`config.mk`:
```
export PLATFORM = sky130hd
export DESIGN_NAME = ecc_wr_injector
export DESIGN_NICKNAME = d
export VERILOG_FILES = /design/src/rtl/ecc_inj_pkg.sv /design/src/rtl/ecc_inj_regs.sv /design/src/rtl/ecc_inj_addr_cmp.sv /design/src/rtl/ecc_inj_countdown.sv /design/src/rtl/ecc_inj_pulse_arm.sv /design/src/rtl/ecc_wr_injector.sv
export SDC_FILE = /design/constraint.sdc
export NUM_CORES = 1
export LEC_CHECK = 0
export BUFFER_PORTS_ARGS = -buffer_cell sky130_fd_sc_hd__buf_2
export CAP_MARGIN = 10
export CORE_MARGIN = 2
export CORE_UTILIZATION = 54
export CTS_BUF_LIST = sky130_fd_sc_hd__clkbuf_2 sky130_fd_sc_hd__clkbuf_4 sky130_fd_sc_hd__clkbuf_8
export DETAILED_ROUTE_END_ITERATION = 8
export HOLD_SLACK_MARGIN = 0.12
export PLACE_DENSITY = 0.87
export SETUP_SLACK_MARGIN = 0.4
export SLEW_MARGIN = 20
export SYNTH_ARGS = -nofsm -noshare
export SYNTH_HDL_FRONTEND = slang
export SYNTH_SLANG_ARGS = --single-unit
```
`constraint.sdc`:
```
create_clock -name clk_i -period 2.9 [get_ports clk_i]
set_input_delay 0.29 -clock clk_i [delete_from_list [all_inputs] [get_ports clk_i]]
set_output_delay 0.29 -clock clk_i [all_outputs]
set_load 0.02 [all_outputs]
```
`src/rtl/ecc_inj_pkg.sv`:
```
package ecc_inj_pkg;
  typedef enum logic [2:0] {
    MODE_OFF   = 3'b000,
    MODE_PULSE = 3'b100,
    MODE_ADDR  = 3'b101,
    MODE_RSVD  = 3'b110,
    MODE_COUNT = 3'b111
  } inj_mode_e;

  typedef enum logic [1:0] {
    SEL_MODE  = 2'd0,
    SEL_RLD   = 2'd1,
    SEL_CMP   = 2'd2,
    SEL_MASK  = 2'd3
  } cfg_sel_e;
endpackage

```
`src/rtl/ecc_inj_regs.sv`:
```
module ecc_inj_regs #(
  parameter int unsigned DATA_W = 32,
  parameter int unsigned CNT_W  = 32,
  parameter int unsigned ADDR_W = 32
) (
  input  logic              clk_i,
  input  logic              rst_ni,
  input  logic              we_i,
  input  logic [1:0]        sel_i,
  input  logic [DATA_W-1:0] wdata_i,
  output logic [2:0]        mode_o,
  output logic [CNT_W-1:0]  rld_o,
  output logic              rld_load_o,
  output logic [ADDR_W-1:0] cmp_o,
  output logic [ADDR_W-1:0] mask_o
);
  import ecc_inj_pkg::*;

  logic [2:0]        mode_q;
  logic [CNT_W-1:0]  rld_q;
  logic [ADDR_W-1:0] cmp_q, mask_q;

  always_ff @(posedge clk_i or negedge rst_ni) begin
    if (!rst_ni) begin
      mode_q <= MODE_OFF;
      rld_q  <= '0;
      cmp_q  <= '0;
      mask_q <= '0;
    end else if (we_i) begin
      unique case (cfg_sel_e'(sel_i))
        SEL_MODE: mode_q <= wdata_i[2:0];
        SEL_RLD:  rld_q  <= wdata_i[CNT_W-1:0];
        SEL_CMP:  cmp_q  <= wdata_i[ADDR_W-1:0];
        SEL_MASK: mask_q <= wdata_i[ADDR_W-1:0];
        default: ;
      endcase
    end
  end

  assign mode_o     = mode_q;
  assign rld_o      = rld_q;
  assign cmp_o      = cmp_q;
  assign mask_o     = mask_q;
  // counter takes the new reload value in the same cycle
  assign rld_load_o = we_i && (sel_i == SEL_RLD);
endmodule

```
`src/rtl/ecc_inj_addr_cmp.sv`:
```
module ecc_inj_addr_cmp #(
  parameter int unsigned ADDR_W = 32
) (
  input  logic [ADDR_W-1:0] addr_i,
  input  logic [ADDR_W-1:0] cmp_i,
  input  logic [ADDR_W-1:0] mask_i,
  output logic              hit_o
);
  logic [ADDR_W-1:0] bit_ok;

  for (genvar i = 0; i < ADDR_W; i++) begin : g_bit
    assign bit_ok[i] = ~((addr_i[i] & mask_i[i]) ^ cmp_i[i]);
  end

  assign hit_o = &bit_ok;
endmodule

```
`src/rtl/ecc_inj_countdown.sv`:
```
module ecc_inj_countdown #(
  parameter int unsigned CNT_W = 32
) (
  input  logic             clk_i,
  input  logic             rst_ni,
  input  logic             run_i,
  input  logic             valid_i,
  input  logic             load_i,
  input  logic [CNT_W-1:0] load_val_i,
  input  logic [CNT_W-1:0] rld_i,
  output logic             expire_o
);
  logic [CNT_W-1:0] cnt_q;
  logic             step;
  logic             last;

  assign step     = run_i && valid_i && !load_i && (rld_i != '0);
  assign last     = (cnt_q <= CNT_W'(1));
  assign expire_o = step && last;

  always_ff @(posedge clk_i or negedge rst_ni) begin
    if (!rst_ni)      cnt_q <= '0;
    else if (load_i)  cnt_q <= load_val_i;
    else if (step)    cnt_q <= last ? rld_i : cnt_q - CNT_W'(1);
  end
endmodule

```
`src/rtl/ecc_inj_pulse_arm.sv`:
```
module ecc_inj_pulse_arm (
  input  logic clk_i,
  input  logic rst_ni,
  input  logic en_i,
  input  logic pulse_i,
  input  logic valid_i,
  output logic fire_o
);
  logic armed_q;

  assign fire_o = en_i && valid_i && (armed_q || pulse_i);

  always_ff @(posedge clk_i or negedge rst_ni) begin
    if (!rst_ni)      armed_q <= 1'b0;
    else if (!en_i)   armed_q <= 1'b0;
    else if (fire_o)  armed_q <= 1'b0;
    else if (pulse_i) armed_q <= 1'b1;
  end
endmodule

```
`src/rtl/ecc_wr_injector.sv`:
```
module ecc_wr_injector #(
  parameter int unsigned ADDR_W  = 32,
  parameter int unsigned CNT_W   = 32,
  parameter int unsigned CHK_W   = 8,
  parameter int unsigned FLIP_LO = 0
) (
  input  logic              clk_i,
  input  logic              rst_ni,
  input  logic              cfg_we_i,
  input  logic [1:0]        cfg_sel_i,
  input  logic [31:0]       cfg_wdata_i,
  input  logic              wr_valid_i,
  input  logic [ADDR_W-1:0] wr_addr_i,
  input  logic              lat_pulse_i,
  input  logic [CHK_W-1:0]  chk_i,
  output logic [CHK_W-1:0]  chk_o,
  output logic              inj_o
);
  import ecc_inj_pkg::*;

  // two adjacent flipped bits: always a double error for SECDED
  localparam logic [CHK_W-1:0] FLIP_MASK =
    (CHK_W'(1) << FLIP_LO) | (CHK_W'(1) << (FLIP_LO + 1));

  logic [2:0]        mode_q;
  logic [CNT_W-1:0]  rld;
  logic              rld_load;
  logic [ADDR_W-1:0] cmp, mask;
  logic              addr_hit, cnt_expire, pulse_fire, fire;

  ecc_inj_regs #(.DATA_W(32), .CNT_W(CNT_W), .ADDR_W(ADDR_W)) u_regs (
    .clk_i, .rst_ni,
    .we_i(cfg_we_i), .sel_i(cfg_sel_i), .wdata_i(cfg_wdata_i),
    .mode_o(mode_q), .rld_o(rld), .rld_load_o(rld_load),
    .cmp_o(cmp), .mask_o(mask)
  );

  ecc_inj_addr_cmp #(.ADDR_W(ADDR_W)) u_cmp (
    .addr_i(wr_addr_i), .cmp_i(cmp), .mask_i(mask), .hit_o(addr_hit)
  );

  ecc_inj_countdown #(.CNT_W(CNT_W)) u_cnt (
    .clk_i, .rst_ni,
    .run_i(mode_q[2:1] == 2'b11),
    .valid_i(wr_valid_i),
    .load_i(rld_load),
    .load_val_i(cfg_wdata_i[CNT_W-1:0]),
    .rld_i(rld),
    .expire_o(cnt_expire)
  );

  ecc_inj_pulse_arm u_arm (
    .clk_i, .rst_ni,
    .en_i(mode_q == MODE_PULSE),
    .pulse_i(lat_pulse_i),
    .valid_i(wr_valid_i),
    .fire_o(pulse_fire)
  );

  always_comb begin
    unique case (mode_q)
      MODE_PULSE: fire = pulse_fire;
      MODE_ADDR:  fire = wr_valid_i && addr_hit;
      MODE_COUNT: fire = cnt_expire;
      default:    fire = 1'b0;
    endcase
  end

  for (genvar i = 0; i < CHK_W; i++) begin : g_flip
    assign chk_o[i] = chk_i[i] ^ (fire & FLIP_MASK[i]);
  end

  assign inj_o = fire;
endmodule

```
======== Word level (Yosys, flattened, before mapping) ========
Index checks and enable logic that the tools add are counted.
word-level totals
  bits in registers ....................... 132
  word-level logic and storage cells ...... 139
operators by class
  $add $sub $neg .......................... 1
  $lt $le $gt $ge ......................... 1
  equality and inequality tests ........... 8
  multiplexer cells ....................... 7
  bitwise operators ....................... 98
  reduce and logical (&&, ||, !) cells .... 18
operators with widths
  cell                                                                     count
  32-bit 2-to-1 mux                                                        3
  1-bit XOR                                                                34
  1-bit AND                                                                32
  32-bit by 1-bit <= comparator with 1-bit output (second input constant)  1
  1-bit NOT                                                                32
  32-bit AND reduction                                                     1
  32-bit nonzero test                                                      1
  32-bit by 1-bit subtractor with 32-bit output (second input constant)    1
  3-bit == test (second input constant)                                    3
  1-bit logical AND                                                        8
  2-bit AND reduction                                                      4
  2-bit == test (second input constant)                                    3
  1-bit 2-to-1 mux                                                         3
  3-bit != test (second input constant)                                    1
  1-bit case mux with 3 select lines                                       1
  2-bit by 1-bit == test with 1-bit output (second input constant)         1
  2-bit logical NOT                                                        1
  2-bit nonzero test                                                       1
  1-bit logical NOT                                                        1
  1-bit logical OR                                                         1

======== Logic depth before layout (Yosys ltp) ========
  depth in word-level cells ............... 8
  gate-level depth with buffers ........... 10

======== Modules after synthesis ========
A second synthesis with hierarchy kept.
unflattened totals
  cell total of the unflattened synthesis .. 655
  area total of the unflattened synthesis .. 7280.7 µm²
by module, submodules not included
  module             times used  cells each  area an instance (µm²)  sequential area each (µm²)
  ecc_inj_regs       1           212         3702.3                  2477.4
  ecc_inj_countdown  1           337         2797.7                  800.8
  ecc_inj_addr_cmp   1           85          598.1                   0.0
  ecc_wr_injector    1           16          137.6                   0.0
  ecc_inj_pulse_arm  1           5           45.0                    25.0

======== Worst setup path before layout ========
Ideal clock, no wire load.
  kind .................................... register to output
  from .................................... reg u_cnt.cnt_q[8]
  to ...................................... out chk_o[0]
  arrival time ............................ 2841 ps
  slack ................................... -231 ps
  stages on the path, launching flop included .. 9
  buffers on the path ..................... 2
  cell sequence ........................... dfrtp_1 > or4_4 > or4_1 > buf_2 > or3_4 > buf_6 > o41ai_2 > a21oi_1 > xnor2_1
on the way
  longest elaborated chain between the ends .. 4
RTL lines
  what                                             RTL line                 RTL
  start: declaration                               ecc_inj_countdown.sv:13  logic [CNT_W-1:0] cnt_q;
  start signal: assignment                         ecc_inj_countdown.sv:23  else if (load_i) cnt_q <= load_val_i;
  start signal: assignment                         ecc_inj_countdown.sv:24  else if (step) cnt_q <= last ? rld_i : cnt_q - CNT_W'(1);
  32-bit by 1-bit <= comparator with 1-bit output  ecc_inj_countdown.sv:18  assign last = (cnt_q <= CNT_W'(1));
  1-bit logical AND                                ecc_inj_countdown.sv:19  assign expire_o = step && last;
  1-bit case mux with 3 select lines               ecc_wr_injector.sv:61    unique case (mode_q)
  1-bit XOR                                        ecc_wr_injector.sv:70    assign chk_o[i] = chk_i[i] ^ (fire & FLIP_MASK[i]);
  end: declaration                                 ecc_wr_injector.sv:16    output logic [CHK_W-1:0] chk_o,
Every way passes these cells.

======== Final worst setup path ========
  from .................................... reg u_cnt.cnt_q[14]
  to ...................................... out chk_o[1]
Same word-level chain as after synthesis.

==> metrics.csv <==
metric,value,unit
status,"complete, but fails checks",
violations,negative setup slack,
clk_latency,0.45,ns
die_y,115,um
fin_crit_sh,1.21,
crit_required,2.61,ns
synthAdderAreaFrac,0.00376,
synth_xor_area_frac,0.0447,
cts_tree,built,
synthMuxAreaShare,0.115,
dieArea,13200,um^2
max_freq,0.286,GHz
drive_gt1_frac,0.333,
synth_top_family_by_area,simple AND/OR/NAND/NOR gates,
internal-power,3.57,mW
cpMostUsedCell,or4_4,
root_buffer,clkbuf_8,
portBuffers,75,
wirelength,23600,um
synth.avg_cell_area,9.99,um^2
route.vias.total,6648,
post-route-util,0.697,
clkPwrFrac,0.285,
p_leak,3.81,nW
layout_setup_ws,-0.602,ns
dp_hpwl,13000,um
yosysSeqAreaShare,0.496,
synth_compound_area_frac,0.122,
hold_viol,0,
pin_count,88,
synth_edf_count,0,
hold_path_depth,3,
critPathArrivalTime,3.21,ns
first_iter_violations,1069,
combPwrFrac,0.242,
slowest_stage,or4_4,
critPathTopFamily,simple AND/OR/NAND/NOR gates,
htree_levels,4,
cts.sinks,132,
rows,40,
cts_buffers,17,
hold_ws,0.136,ns
synth_ff_type,dfrtp_1,
setup_viol,35,
initial_core_util,0.555,
ys_async_sr_fraction,1.00,
syn_to_final_growth,25.6,%
yosysUniqueCellTypes,57,
yosys.area.top_type,dfrtp_1,
layout_common_cells,"dfrtp_1 (132), nand2_1 (127), buf_2 (71)",
final_common_cell,dfrtp_1,
swShare,0.351,
cap_violations,0,
yosysWarnings,0,
wl_per_cell,24.7,um
p_seq_frac,0.474,
hold_class,input port to flop,
grt_pass1_vias,6575,
synth_top_area_frac,0.496,
antenna_found_initial,0,
clk_path_buf_depth,2,
insertedDiodeCount,0,
dr.pass1.iters,6,
finalCriticalPeriod,3.50,ns
slowest_delay,0.62,ns
rsz0062_at_grt,yes,
grt_overflow,0,
path_cells,or4_4 > or4_4 > or3_4 > o41ai_4 > a21oi_4 > xnor2_2 > buf_4,
drtAntennaViolNets,0,
slew_violations,0,
worstPathMaxFanout,4,
critPathKind,flop to output pin,
grt.total_usage,0.345,
yosys-top-cells-area,"dfrtp_1 (50%), mux2_2 (11%), nand2_1 (7.2%)",
reg2regPathDepth,13,
synth.net_count,748,
path_depth,7,
placeableCoreArea,12000,um^2
mappedNetlistArea,6660,um^2
crit_buf_inv,1,
ys_ff_latch,132,
critPathCaptureType,output pin,
start_kind,flop,
drcViolationCount,0,
worst_slew_pin_slew,0.998,ns
finClkSkew,0.0136,ns
yosys.area_share.simple,0.187,
cts.clk_slew.worst_paths,0.07,ns
vias_per_cell,6.98,
switchingPower,1.93,mW
die_x,115,um
grt_pass1_wl,34500,um
ir_drop,491,uV
p_per_area,658,nW/um^2
synthCells,667,
routabilityCongestion,0.834,
grt_max_degree,97,
max-slew-margin-rel,0.332,
nNetsFinal,875,
-- synth_stat cells, types with 6 or more instances --
master and count:
a211oi_1 8, a21oi_1 23, a22oi_1 7, a2bb2oi_1 7, buf_1 6, buf_4 7
clkbuf_1 22, dfrtp_1 132, inv_1 8, mux2_2 66, nand2_1 127, nand3_1 6
nand4_1 11, nor2_1 45, nor3_1 18, nor4_1 22, o21ai_0 31, or4_1 7
xnor2_1 6, xor2_1 28
-- state kept, by name (all words and copies together) (netlist names) --
register	flops
u_regs.rld_o	32
u_regs.cmp_o	32
u_regs.mask_o	32
u_regs.mode_o	3
u_cnt.cnt_q	32
u_arm.armed_q	1
-- cell type report --
type	instances	area, um^2
Clock inverter	14	155
Inverter	8	30.0
Multi-Input combinational cell	488	3350
Clock buffer	17	234
Sequential cell	132	3300
Fill cell	700	3640
Tap cell	147	184
Timing Repair Buffer	147	1120
-- power groups by stage --
stage,clock [mW],combinational (mW),sequential (mW)
finish,1.57,1.33,2.61
global route,1.63,1.41,2.62
CTS,1.53,1.22,2.54
detailed placement,0,1.15,2.56
global placement,0,1.09,2.53
floorplan,0,0.789,2.47
-- worst min-delay path, cell delays in order --
cell and delay (ns):
buf_2 0.14, nand2_1 0.06, nand2_1 0.05
-- repair_timing --
item | in CTS | in global routing
pin swaps | 16 | 16
setup endpoints to repair | 29 | 35
endpoints found under the hold margin | 53 | 0
setup buffers | 21 | 7
hold buffers | 17 | 0
gates resized for setup | 56 | 24
gates cloned | 3 | 0
-- through the flow --
step / setup slack, ns / setup TNS [ns] / instances / power (mW) / area, um^2
2_1_floorplan: -0.134 / -0.268 / 667 / 3.26 / 6700
3_5_place_dp: -0.0150 / -0.0176 / 874 / 3.71 / 7280
6_report: -0.602 / -14.64 / 953 / 5.51 / 8370
3_3_place_gp: 0.0640 / 0 / 874 / 3.61 / 7280
4_1_cts: -0.455 / -7.44 / 946 / 5.30 / 8210
5_1_grt: -0.617 / -15.32 / 953 / 5.67 / 8370
-- path summary, 6_finish.rpt --
check,slack (ns),startpoint,to
setup / recovery,-0.60,u_cnt.cnt_q[14],chk_o[1]
hold / removal,0.14,cfg_wdata_i[15],u_regs.rld_o[15]
setup reg to reg,-0.56,u_cnt.cnt_q[14],u_cnt.cnt_q[29]
hold reg to reg,0.52,u_regs.mask_o[14],u_regs.mask_o[14]
max in group asynchronous,1.68,rst_ni,u_regs.rld_o[16]
min in group asynchronous,0.34,rst_ni,u_regs.cmp_o[7]
-- metal layers --
metal,up-vias,wire [um],global-route usage
li1,2658,-,-
met4,0,1940,0.230
met3,212,2630,0.0849
met2,623,11200,0.570
met5,-,0,0
met1,3155,7770,0.400
-- cells by family (layout without fill, tap and decap cells) --
kind of cell | Yosys count | in the layout
xor gates and xnor gates | 34 | 34
buffers and inverters | 47 | 186
muxes | 68 | 68
adders and majority gates | 2 | 2
AOI/OAI and AO/OA | 120 | 120
DFF | 132 | 132
and+or+nand+nor | 264 | 264
Note: power is estimated with default switching activity, not from simulation.
